### src/rtl/ata_id_pkg.sv
package ata_id_pkg;

   localparam int SEL_W  = 3;
   localparam int WORD_W = 8;

   localparam logic [7:0] CMD_IDENTIFY = 8'hEC;
   localparam logic [2:0] ADR_DATA     = 3'd0;
   localparam logic [2:0] ADR_STATUS   = 3'd7;
   localparam logic [2:0] ADR_ALTSTAT  = 3'd6;
   localparam int         BIT_BSY      = 7;
   localparam int         BIT_DRQ      = 3;

   typedef enum logic [1:0] {
      RC_OK      = 2'd0,
      RC_PARAM   = 2'd1,
      RC_TIMEOUT = 2'd2
   } resp_code_e;

   typedef struct packed {
      logic              ok;
      logic              swap;
      logic [WORD_W-1:0] first;
      logic [WORD_W-1:0] count;
   } win_t;

   function automatic win_t field_window(input logic [SEL_W-1:0] sel);
      win_t w;
      w = '0;
      case (sel)
         3'd0: begin w.ok = 1'b1; w.swap = 1'b0; w.first = WORD_W'(60); w.count = WORD_W'(2);  end
         3'd1: begin w.ok = 1'b1; w.swap = 1'b1; w.first = WORD_W'(23); w.count = WORD_W'(4);  end
         3'd2: begin w.ok = 1'b1; w.swap = 1'b1; w.first = WORD_W'(27); w.count = WORD_W'(20); end
         3'd3: begin w.ok = 1'b1; w.swap = 1'b1; w.first = WORD_W'(10); w.count = WORD_W'(10); end
         default: w = '0;
      endcase
      return w;
   endfunction

endpackage

### src/rtl/ata_bus_cycle.sv
module ata_bus_cycle #(
   parameter int STROBE_CYC = 3,
   parameter int RECOV_CYC  = 2,
   parameter int ADDR_W     = 3,
   parameter int DATA_W     = 8
) (
   input  logic              clk,
   input  logic              rst_n,
   input  logic              start,
   input  logic              wr,
   input  logic              alt,
   input  logic [ADDR_W-1:0] addr,
   input  logic [DATA_W-1:0] wdata,
   output logic              busy,
   output logic              done,
   output logic [DATA_W-1:0] rdata,
   output logic [ADDR_W-1:0] dev_addr,
   output logic              dev_cs0_n,
   output logic              dev_cs1_n,
   output logic              dev_rd_n,
   output logic              dev_wr_n,
   output logic [DATA_W-1:0] dev_dout,
   output logic              dev_doe,
   input  logic [DATA_W-1:0] dev_din
);

   localparam int MAXC  = (STROBE_CYC > RECOV_CYC) ? STROBE_CYC : RECOV_CYC;
   localparam int CNT_W = $clog2(MAXC + 1);

   generate
      if (STROBE_CYC < 1 || RECOV_CYC < 1) begin : g_bad_timing
         $error("ata_bus_cycle: strobe and recovery need at least one cycle");
      end
   endgenerate

   typedef enum logic [1:0] {B_IDLE, B_SETUP, B_STROBE, B_RECOV} bstate_e;

   bstate_e          st;
   logic [CNT_W-1:0] cnt;
   logic             wr_q;

   always_ff @(posedge clk or negedge rst_n) begin
      if (!rst_n) begin
         st        <= B_IDLE;
         cnt       <= '0;
         wr_q      <= 1'b0;
         done      <= 1'b0;
         rdata     <= '0;
         dev_addr  <= '0;
         dev_cs0_n <= 1'b1;
         dev_cs1_n <= 1'b1;
         dev_rd_n  <= 1'b1;
         dev_wr_n  <= 1'b1;
         dev_dout  <= '0;
         dev_doe   <= 1'b0;
      end else begin
         done <= 1'b0;
         case (st)
            B_IDLE: begin
               if (start) begin
                  st        <= B_SETUP;
                  wr_q      <= wr;
                  dev_cs0_n <= alt;
                  dev_cs1_n <= !alt;
                  dev_addr  <= addr;
                  dev_dout  <= wdata;
                  dev_doe   <= wr;
               end
            end
            B_SETUP: begin
               st  <= B_STROBE;
               cnt <= CNT_W'(STROBE_CYC - 1);
               if (wr_q) dev_wr_n <= 1'b0;
               else      dev_rd_n <= 1'b0;
            end
            B_STROBE: begin
               if (cnt == '0) begin
                  st       <= B_RECOV;
                  cnt      <= CNT_W'(RECOV_CYC - 1);
                  dev_rd_n <= 1'b1;
                  dev_wr_n <= 1'b1;
                  if (!wr_q) rdata <= dev_din;
               end else begin
                  cnt <= cnt - 1'b1;
               end
            end
            default: begin
               if (cnt == '0) begin
                  st        <= B_IDLE;
                  done      <= 1'b1;
                  dev_cs0_n <= 1'b1;
                  dev_cs1_n <= 1'b1;
                  dev_doe   <= 1'b0;
               end else begin
                  cnt <= cnt - 1'b1;
               end
            end
         endcase
      end
   end

   assign busy = (st != B_IDLE);

   // strobe width checker counter
   logic [CNT_W:0] low_run;
   always_ff @(posedge clk or negedge rst_n) begin
      if (!rst_n)                      low_run <= '0;
      else if (!dev_rd_n || !dev_wr_n) low_run <= low_run + 1'b1;
      else                             low_run <= '0;
   end

   assert_strobe_width_R10: assert property (@(posedge clk) disable iff (!rst_n)
      (dev_rd_n && dev_wr_n && low_run != '0) |-> (low_run == (CNT_W+1)'(STROBE_CYC)));

   assert_strobe_one_cs_R10: assert property (@(posedge clk) disable iff (!rst_n)
      (!dev_rd_n || !dev_wr_n) |-> (dev_cs0_n != dev_cs1_n));

   assert_addr_held_R10: assert property (@(posedge clk) disable iff (!rst_n)
      (!dev_rd_n || !dev_wr_n) |=> ((dev_rd_n && dev_wr_n) || $stable(dev_addr)));

   assert_no_dual_strobe_R10: assert property (@(posedge clk) disable iff (!rst_n)
      !(!dev_rd_n && !dev_wr_n));

endmodule

### src/rtl/ata_id_timer.sv
module ata_id_timer #(
   parameter int LIMIT = 250_000_000
) (
   input  logic clk,
   input  logic rst_n,
   input  logic clear,
   output logic expired
);

   localparam int CW = $clog2(LIMIT + 1);

   generate
      if (LIMIT < 1) begin : g_bad_limit
         $error("ata_id_timer: limit must be positive");
      end
   endgenerate

   logic [CW-1:0] cnt;

   always_ff @(posedge clk or negedge rst_n) begin
      if (!rst_n)        cnt <= '0;
      else if (clear)    cnt <= '0;
      else if (!expired) cnt <= cnt + 1'b1;
   end

   assign expired = (cnt == CW'(LIMIT));

   assert_clear_restarts_R4: assert property (@(posedge clk) disable iff (!rst_n)
      clear |=> !expired);

   assert_expiry_sticks_R4: assert property (@(posedge clk) disable iff (!rst_n)
      (expired && !clear) |=> expired);

endmodule

### src/rtl/ata_id_window.sv
module ata_id_window
   import ata_id_pkg::*;
(
   input  logic [SEL_W-1:0]  sel,
   input  logic [WORD_W-1:0] word_idx,
   output logic              sel_ok,
   output logic              hit,
   output logic              last_word,
   output logic              swap
);

   win_t          w;
   logic [WORD_W:0] lo_b;
   logic [WORD_W:0] hi_b;
   logic [WORD_W:0] idx_x;

   always_comb begin
      w         = field_window(sel);
      lo_b      = {1'b0, w.first};
      hi_b      = lo_b + {1'b0, w.count};
      idx_x     = {1'b0, word_idx};
      sel_ok    = w.ok;
      swap      = w.swap;
      hit       = w.ok && (idx_x >= lo_b) && (idx_x < hi_b);
      last_word = w.ok && (idx_x == hi_b - 1'b1);
   end

endmodule

### src/rtl/ata_ident_fetch.sv
module ata_ident_fetch
   import ata_id_pkg::*;
#(
   parameter int STROBE_CYC  = 3,
   parameter int RECOV_CYC   = 2,
   parameter int TIMEOUT_CYC = 250_000_000
) (
   input  logic       clk,
   input  logic       rst_n,
   input  logic       req_valid,
   output logic       req_ready,
   input  logic [2:0] req_sel,
   output logic       out_valid,
   input  logic       out_ready,
   output logic [7:0] out_data,
   output logic       out_last,
   output logic       resp_valid,
   output logic [1:0] resp_code,
   output logic [2:0] dev_addr,
   output logic       dev_cs0_n,
   output logic       dev_cs1_n,
   output logic       dev_rd_n,
   output logic       dev_wr_n,
   output logic [7:0] dev_dout,
   output logic       dev_doe,
   input  logic [7:0] dev_din
);

   generate
      if (SEL_W != 3 || WORD_W != 8) begin : g_bad_pkg
         $error("ata_ident_fetch: selector or word index width mismatch");
      end
   endgenerate

   typedef enum logic [3:0] {
      S_IDLE, S_CMD, S_POLL, S_LO, S_HI, S_EMIT0, S_EMIT1, S_ALT, S_STAT, S_RESP
   } state_e;

   state_e            st;
   logic              pend;
   logic [SEL_W-1:0]  sel_q;
   logic [WORD_W-1:0] widx;
   logic [7:0]        lo_q;
   logic [7:0]        hi_q;
   resp_code_e        code_q;

   logic              bus_start, bus_wr, bus_alt, bus_busy, bus_done;
   logic [2:0]        bus_addr;
   logic [7:0]        bus_rdata;
   logic              tmr_clr, tmr_exp;
   logic [SEL_W-1:0]  sel_mux;
   logic              win_ok, win_hit, win_last, win_swap;
   logic              bus_phase, dev_ready;

   assign sel_mux = (st == S_IDLE) ? req_sel : sel_q;

   ata_id_window u_win (
      .sel       (sel_mux),
      .word_idx  (widx),
      .sel_ok    (win_ok),
      .hit       (win_hit),
      .last_word (win_last),
      .swap      (win_swap)
   );

   always_comb begin
      bus_phase = (st == S_CMD) || (st == S_POLL) || (st == S_LO) ||
                  (st == S_HI)  || (st == S_ALT)  || (st == S_STAT);
      bus_start = bus_phase && !pend && !bus_busy;
      bus_wr    = (st == S_CMD);
      bus_alt   = (st == S_ALT);
      case (st)
         S_LO, S_HI: bus_addr = ADR_DATA;
         S_ALT:      bus_addr = ADR_ALTSTAT;
         default:    bus_addr = ADR_STATUS;
      endcase
      dev_ready = !bus_rdata[BIT_BSY] && bus_rdata[BIT_DRQ];
      tmr_clr   = (st == S_CMD) && pend && bus_done;
   end

   ata_bus_cycle #(
      .STROBE_CYC (STROBE_CYC),
      .RECOV_CYC  (RECOV_CYC),
      .ADDR_W     (3),
      .DATA_W     (8)
   ) u_bus (
      .clk       (clk),
      .rst_n     (rst_n),
      .start     (bus_start),
      .wr        (bus_wr),
      .alt       (bus_alt),
      .addr      (bus_addr),
      .wdata     (CMD_IDENTIFY),
      .busy      (bus_busy),
      .done      (bus_done),
      .rdata     (bus_rdata),
      .dev_addr  (dev_addr),
      .dev_cs0_n (dev_cs0_n),
      .dev_cs1_n (dev_cs1_n),
      .dev_rd_n  (dev_rd_n),
      .dev_wr_n  (dev_wr_n),
      .dev_dout  (dev_dout),
      .dev_doe   (dev_doe),
      .dev_din   (dev_din)
   );

   ata_id_timer #(.LIMIT(TIMEOUT_CYC)) u_tmr (
      .clk     (clk),
      .rst_n   (rst_n),
      .clear   (tmr_clr),
      .expired (tmr_exp)
   );

   always_ff @(posedge clk or negedge rst_n) begin
      if (!rst_n) begin
         st     <= S_IDLE;
         pend   <= 1'b0;
         sel_q  <= '0;
         widx   <= '0;
         lo_q   <= '0;
         hi_q   <= '0;
         code_q <= RC_OK;
      end else begin
         if (bus_start) pend <= 1'b1;
         case (st)
            S_IDLE: begin
               if (req_valid) begin
                  sel_q <= req_sel;
                  if (win_ok) begin
                     st <= S_CMD;
                  end else begin
                     code_q <= RC_PARAM;
                     st     <= S_RESP;
                  end
               end
            end
            S_CMD: begin
               if (pend && bus_done) begin
                  pend <= 1'b0;
                  st   <= S_POLL;
               end
            end
            S_POLL: begin
               if (pend && bus_done) begin
                  pend <= 1'b0;
                  if (dev_ready) begin
                     widx <= '0;
                     st   <= S_LO;
                  end else if (tmr_exp) begin
                     code_q <= RC_TIMEOUT;
                     st     <= S_RESP;
                  end
               end
            end
            S_LO: begin
               if (pend && bus_done) begin
                  pend <= 1'b0;
                  lo_q <= bus_rdata;
                  st   <= S_HI;
               end
            end
            S_HI: begin
               if (pend && bus_done) begin
                  pend <= 1'b0;
                  hi_q <= bus_rdata;
                  if (win_hit) begin
                     st <= S_EMIT0;
                  end else if (widx == '1) begin
                     st <= S_ALT;
                  end else begin
                     widx <= widx + 1'b1;
                     st   <= S_LO;
                  end
               end
            end
            S_EMIT0: begin
               if (out_ready) st <= S_EMIT1;
            end
            S_EMIT1: begin
               if (out_ready) begin
                  if (widx == '1) begin
                     st <= S_ALT;
                  end else begin
                     widx <= widx + 1'b1;
                     st   <= S_LO;
                  end
               end
            end
            S_ALT: begin
               if (pend && bus_done) begin
                  pend <= 1'b0;
                  st   <= S_STAT;
               end
            end
            S_STAT: begin
               if (pend && bus_done) begin
                  pend   <= 1'b0;
                  code_q <= RC_OK;
                  st     <= S_RESP;
               end
            end
            default: st <= S_IDLE;
         endcase
      end
   end

   always_comb begin
      req_ready  = (st == S_IDLE);
      out_valid  = (st == S_EMIT0) || (st == S_EMIT1);
      if (st == S_EMIT0) out_data = win_swap ? hi_q : lo_q;
      else               out_data = win_swap ? lo_q : hi_q;
      out_last   = (st == S_EMIT1) && win_last;
      resp_valid = (st == S_RESP);
      resp_code  = code_q;
   end

   assert_out_hold_R8: assert property (@(posedge clk) disable iff (!rst_n)
      (out_valid && !out_ready) |=> (out_valid && $stable(out_data) && $stable(out_last)));

   assert_bad_sel_resp_R1: assert property (@(posedge clk) disable iff (!rst_n)
      (req_valid && req_ready && !win_ok) |=> (resp_valid && resp_code == RC_PARAM));

   assert_out_in_window_R6: assert property (@(posedge clk) disable iff (!rst_n)
      out_valid |-> win_hit);

   assert_idle_bus_quiet_R11: assert property (@(posedge clk) disable iff (!rst_n)
      req_ready |-> (!bus_busy && dev_cs0_n && dev_cs1_n));

   assert_timeout_no_data_R4: assert property (@(posedge clk) disable iff (!rst_n)
      (resp_valid && resp_code == RC_TIMEOUT) |-> $past(st == S_POLL));

endmodule

### config.mk
export PLATFORM = sky130hd
export DESIGN_NAME = ata_ident_fetch
export DESIGN_NICKNAME = d
export VERILOG_FILES = /design/src/rtl/ata_id_pkg.sv /design/src/rtl/ata_bus_cycle.sv /design/src/rtl/ata_id_timer.sv /design/src/rtl/ata_id_window.sv /design/src/rtl/ata_ident_fetch.sv
export SDC_FILE = /design/constraint.sdc
export NUM_CORES = 1
export LEC_CHECK = 0
export ABC_CLOCK_PERIOD_IN_PS = 6650
export BUFFER_PORTS_ARGS = -buffer_cell sky130_fd_sc_hd__buf_2
export CAP_MARGIN = 15
export CORE_ASPECT_RATIO = 2
export CORE_MARGIN = 2
export CORE_UTILIZATION = 50
export DETAILED_ROUTE_END_ITERATION = 12
export GPL_TIMING_DRIVEN = 0
export PLACE_DENSITY = 0.69
export RECOVER_POWER = 50
export REMOVE_ABC_BUFFERS = 1
export SLEW_MARGIN = 20
export SYNTH_ARGS = -nofsm -noshare
export SYNTH_HDL_FRONTEND = slang
export SYNTH_SLANG_ARGS = --single-unit
### constraint.sdc
create_clock -name clk -period 6.65 [get_ports clk]
set_input_delay 1.6625 -clock clk [delete_from_list [all_inputs] [get_ports clk]]
set_output_delay 1.6625 -clock clk [all_outputs]
set_load 0.05 [all_outputs]
==> reports/qor.txt, run 1 <==
Hold slack: 0.484 ns
Synthesized flop and latch total: 84
Netlist Area Pre-Place: 5110 sq um
Postcts setup bufs: 0
Final Skew: 0.00740 ns
CTS hold repair buffers: 0
Post-Syn Instances: 538
Final period utilization: 87.3%
Wire per inst: 15.3 um
Minimum clock period: 5.81 ns
CTS Buf Count: 9
Max-slew headroom: -87.5%
Initial Utilization: 51.0%
Post-route setup TNS: 0 ns
CTS tree: built
First-pass GRT wire length: 18,700 um
Diode count: 0
H-tree depth: 3
Port Buffer Count: 41
Vias in the first global route: 4,050
Worst r2r path cells: 15
Pin slew with the least headroom to its limit: 2.81 ns
WL final: 10,900 um
Hold Crit Class: flip-flop to flip-flop
Critical path capture point type: primary output
Fin. Hold Viols: 0
Synth Warn #: 0
Total track usage: 21.5%
Die Height: 147 um
FMAX: 172 MHz
Via Count: 3,988
Setup CP Type: input port to primary output
Netlist cell types: 62
Cell Rows: 52
DRT Pass-1 Iters: 4
Initial DRC Count: 221
Clk buf depth: 2
Failing checks: capacitance limit, slew limit
DRT antenna net count: 0
Top cell type's share of synthesized area: 39.2%
Multi-input gate area: 2790 sq um
FF+latch area: 2110 sq um
Core footprint: 10,000 sq um
Layout area overhead: 11.5%
Commonest cells in the netlist: dfrtp_1 (80), nor2_1 (58), mux2_2 (36), nand2_1 (36), a21oi_1 (35)
Clock Sinks: 84
Post_cts resized: 0
Status: complete, but fails checks
Pleak: 2.57 nW
CTS clock-pin slew for the worst setup and hold paths: 0.06 ns
Worst-path maximum fanout: 5
GPL Wtd Cong: 0.866
Fill cell count: 935
Ys flop type: dfrtp_1
Ports: 45
Sequential element share of the synthesized area: 41.2%
Critical Path Start Type: input port
Hold Crit Depth: 2
Clock root cell: clkbuf_16
DR vias/cell: 5.63
Die extent in x: 75.5 um
Final max-slew violation count: 87
Cell with the most instances after synthesis: dfrtp_1
Asr flop ratio synth: 100%
Setup violations, final: 0
Synth top area cells: dfrtp_1 (39%), mux2_2 (7.9%), ha_1 (6.1%), nor2_1 (4.3%), xnor2_1 (4.1%)
Gr ovfl total: 0
Post-synthesis average cell area: 9.50 sq um
Max-Cap Viols: 2
PwrDens: 467 nW/um^2
Pin count of the biggest net entering global routing: 55
Top cell type by total area after synthesis: dfrtp_1
Max VDD drop: 0.000389 V
Antenna violations before repair: 0
Nets: 609
Unrepaired setup endpoints after global routing: no
Arr. time, crit path: 4.15 ns
DRC violations left: 0
Required time of the critical path: 4.99 ns
Worst-Skew Late Latency: 0.34 ns
Post-synth EDFFs: 0
Detail Placement HPWL: 8100 um
Area of the die: 11,100 sq um
Share of cells above drive strength 1: 19.0%
==> critical path, cell delays in order <==
cell and delay [ns]:
buf_2 0.12, nor2_1 0.14, nor2_1 0.07, a21oi_2 0.30, inv_1 0.08, ha_1 0.23, fa_1 0.44, xor2_1 0.20
xnor2_1 0.18, nand4_1 0.13, nor4_1 0.28, buf_2 0.31
==> per-layer routing <==
layer	share of wire, %	GRT usage [%]
met5	0	0
met1	39	24.8
met4	2.4	7.63
met2	56	37.6
met3	2.9	4.73
==> metrics by stage <==
step / total power, mW / setup slack (ns) / instance area, sq um / instances / utilization (%)
4_1_cts: 2.68 / 0.846 / 5730 / 708 / 57.1
6_report: 2.66 / 0.842 / 5700 / 708 / 56.9
5_1_grt: 2.87 / 0.578 / 5700 / 708 / 56.9
2_1_floorplan: 1.81 / 0.248 / 4980 / 514 / -
3_5_place_dp: 2.12 / 0.854 / 5400 / 692 / 53.8
3_3_place_gp: 2.07 / 0.863 / 5350 / 690 / 53.4
==> report_power, final <==
part / internal (mW) / switching, mW / total (mW) / leakage [nW]
clock: 0.335 / 0.217 / 0.552 / 0.159
sequential: 0.649 / 0.161 / 0.810 / 1.08
combinational: 0.527 / 0.771 / 1.30 / 1.33
total: 1.51 / 1.15 / 2.66 / 2.57
==> cell families (layout without fill, tap and decap cells) <==
family	Yosys count	in the layout	synth area share, %
AO/OA/AOI/OAI	93	93	10.8
XOR/XNOR	39	39	6.68
adder cells (fa/ha/maj)	26	26	6.51
buffers and inverters	49	82	4.46
flip-flops	84	84	41.2
multiplexers	40	40	8.71
other	1	3	0.0734
AND/OR/NAND/NOR	206	206	21.5
==> final timing paths <==
path / startpoint / to / slack, ns
max: req_sel[0] / out_last / 0.84
min: u_bus.dev_addr[0] / u_bus.dev_addr[0] / 0.48
max reg2reg: st[3] / widx[2] / 1.69
min reg2reg: u_bus.dev_addr[0] / u_bus.dev_addr[0] / 0.48
max in group asynchronous: rst_n / u_tmr.cnt[20] / 1.47
min in group asynchronous: rst_n / sel_q[0] / 1.78
==> sequential cells by signal, indices dropped and copies added, names as in the netlist, 2 cells and up <==
signal,count
hi_q,8
lo_q,8
resp_code,2
sel_q,3
st,4
u_bus.cnt,2
u_bus.dev_addr,2
u_bus.rdata,8
u_bus.st,2
u_tmr.cnt,28
widx,8
==> layout make-up <==
type	instances	area share [%]
multi-input cells	407	48.9
flip-flops and latches	84	37.0
clock inverters	7	1.84
well taps	135	2.96
clock buffers	9	3.95
inverters	23	1.52
repair buffers	43	3.84
==> cells in the final DEF, fill, tap and decap left out, types with 4 or more instances in the layout <==
cell       instances
o21ai_0           25
o22ai_1            4
and4_1             4
nor2b_1            4
dfstp_2            4
xor2_1            15
a21oi_1           35
mux2i_1            4
dfrtp_1           80
buf_2             40
and3_1             6
nand2_1           36
nor4_1             8
nor3_1            14
inv_1             23
or3_1             11
clkbuf_16          9
and2_1             4
ha_1              25
nand2b_1          12
nor2_1            57
mux2_2            36
nand4_1           11
o31ai_1            4
nand3_1           13
xnor2_1           24
Note: power is estimated with default switching activity, not from simulation.
==> inputs of run 2 (changes only) <==
--- a/config.mk
+++ b/config.mk
@@ -13,9 +13,11 @@
 export CORE_UTILIZATION = 50
 export DETAILED_ROUTE_END_ITERATION = 12
 export GPL_TIMING_DRIVEN = 0
+export MAX_ROUTING_LAYER = met4
 export PLACE_DENSITY = 0.69
 export RECOVER_POWER = 50
 export REMOVE_ABC_BUFFERS = 1
+export SETUP_SLACK_MARGIN = 0.02
 export SLEW_MARGIN = 20
 export SYNTH_ARGS = -nofsm -noshare
 export SYNTH_HDL_FRONTEND = slang
==> reports/qor.txt, run 2 (synthesized netlist as in run 1, its figures left out) <==
Initial Utilization: 51.0%
First-pass GRT wire length: 18,600 um
Postcts setup bufs: 0
FF-to-FF setup slack: 1.69 ns
Hold slack: 0.485 ns
Minimum clock period: 5.81 ns
Max-slew headroom: -87.3%
Final Instance Count excl. Fillers: 708
Max incr delay on CP: 0.44 ns
Via Count: 3,974
Pin count of the biggest net entering global routing: 55
Most frequent cells in the layout: dfrtp_1 (80), nor2_1 (57), buf_2 (40)
FMAX: 172 MHz
Final period utilization: 87.3%
Pin slew with the least headroom to its limit: 2.81 ns
Antenna violations before repair: 0
Wire per inst: 15.3 um
Max VDD drop: 0.000388 V
H-tree depth: 3
Top delay family on crit path: adder cells
Status: complete, but fails checks
Ports: 45
Unrepaired setup endpoints after global routing: no
Buf+Inv Stages, Crit Path: 3
CTS hold repair buffers: 0
Fin. Hold Viols: 0
Max-Cap Viols: 2
Failing checks: capacitance limit, slew limit
Setup CP Type: input port to primary output
Post_cts resized: 0
Diode count: 0
Critical Path Start Type: input port
WL final: 10,800 um
CTS Buf Count: 9
DRC violations left: 0
Final max-slew violation count: 87
Clk buf depth: 2
Die Height: 147 um
Worst-Skew Late Latency: 0.34 ns
DRT antenna net count: 0
Post-route setup TNS: 0 ns
Most flop-heavy register: u_tmr.cnt
Required time of the critical path: 4.99 ns
Nets: 609
Commonest non-fill, non-tap cell in the layout: dfrtp_1
PwrDens: 466 nW/um^2
Cell Rows: 52
Port Buffer Count: 41
Setup violations, final: 0
Arr. time, crit path: 4.15 ns
Post-Route Utilization: 56.9%
Max FFs per register: 28
Total track usage: 22.0%
Gr ovfl total: 0
Die extent in x: 75.5 um
CP Cell Sequence: buf_2 > nor2_1 > nor2_1 > a21oi_2 > inv_1 > ha_1 > fa_1 > xor2_1 > xnor2_1 > nand4_1 > nor4_1 > buf_2
Share of cells above drive strength 1: 19.0%
Core footprint: 10,000 sq um
Final Skew: 0.00863 ns
Vias in the first global route: 4,060
CTS tree: built
Clock root cell: clkbuf_16
DRT Pass-1 Iters: 4
Initial DRC Count: 221
Area of the die: 11,100 sq um
Layout area overhead: 11.5%
Hold Crit Class: flip-flop to flip-flop
DR vias/cell: 5.61
Pleak: 2.57 nW
Post-Place Cells: 692
Detail Placement HPWL: 8100 um
GPL Wtd Cong: 0.880
Clock Sinks: 84
Worst-path maximum fanout: 5
Slowest cell on the critical path: fa_1
Critical path capture point type: primary output
CTS clock-pin slew for the worst setup and hold paths: 0.06 ns
[run 2: report_power, final]
part           leakage (nW)  total [mW]  internal (mW)  switching (mW)
combinational          1.33        1.30          0.527           0.770
sequential             1.08       0.809          0.649           0.160
clock                 0.159       0.550          0.335           0.216
[run 2: layout make-up]
| cell class | count | area, sq um |
|---|---|---|
| Clock inverter | 7 | 105 |
| Fill cell | 935 | 4320 |
| Tap cell | 135 | 169 |
| Timing Repair Buffer | 43 | 219 |
| Sequential cell | 84 | 2110 |
| Clock buffer | 9 | 225 |
| Inverter | 23 | 86.3 |
| Multi-Input combinational cell | 407 | 2790 |
[run 2: worst paths after layout]
kind,endpoint,cells after the start,startpoint
setup / recovery,out_last,12,req_sel[0]
setup reg to reg,widx[2],15,st[3]
hold / removal,u_bus.dev_addr[0],2,u_bus.dev_addr[0]
max in group asynchronous,u_tmr.cnt[21],2,rst_n
min in group asynchronous,u_bus.dev_dout[2],1,rst_n
hold reg to reg,u_bus.dev_addr[0],2,u_bus.dev_addr[0]
[run 2: through the flow]
| stage | setup WS (ns) | instance area (sq um) | power (mW) |
|---|---|---|---|
| finish | 0.842 | 5700 | 2.66 |
| global route | 0.581 | 5700 | 2.86 |
| CTS | 0.846 | 5730 | 2.68 |
| detailed placement | 0.854 | 5400 | 2.12 |
| global placement | 0.863 | 5350 | 2.07 |
| floorplan | 0.248 | 4980 | 1.81 |
[run 2: routing by layer]
metal  vias to the layer above  GRT usage, %  share of wire, %  wire length (um)
li1                       1947             -                 -                 -
met1                      1949          24.8                39              4190
met2                        61          37.6                56              6100
met3                        17          3.84               2.6               284
met4                         0          8.42               2.2               240
met5                         -             -                 0                 0
[run 2: worst reg2reg max path, stage by stage (launching register included)]
cell	delay, ns
dfrtp_1	0.59
nor4_4	0.85
nor3_1	0.13
a21oi_2	0.31
inv_1	0.08
ha_1	0.23
fa_1	0.44
nand2b_1	0.18
a31o_2	0.30
xnor2_1	0.13
ha_1	0.20
or3_1	0.31
o221ai_1	0.25
and4_1	0.55
o21ai_0	0.18
a21oi_1	0.14
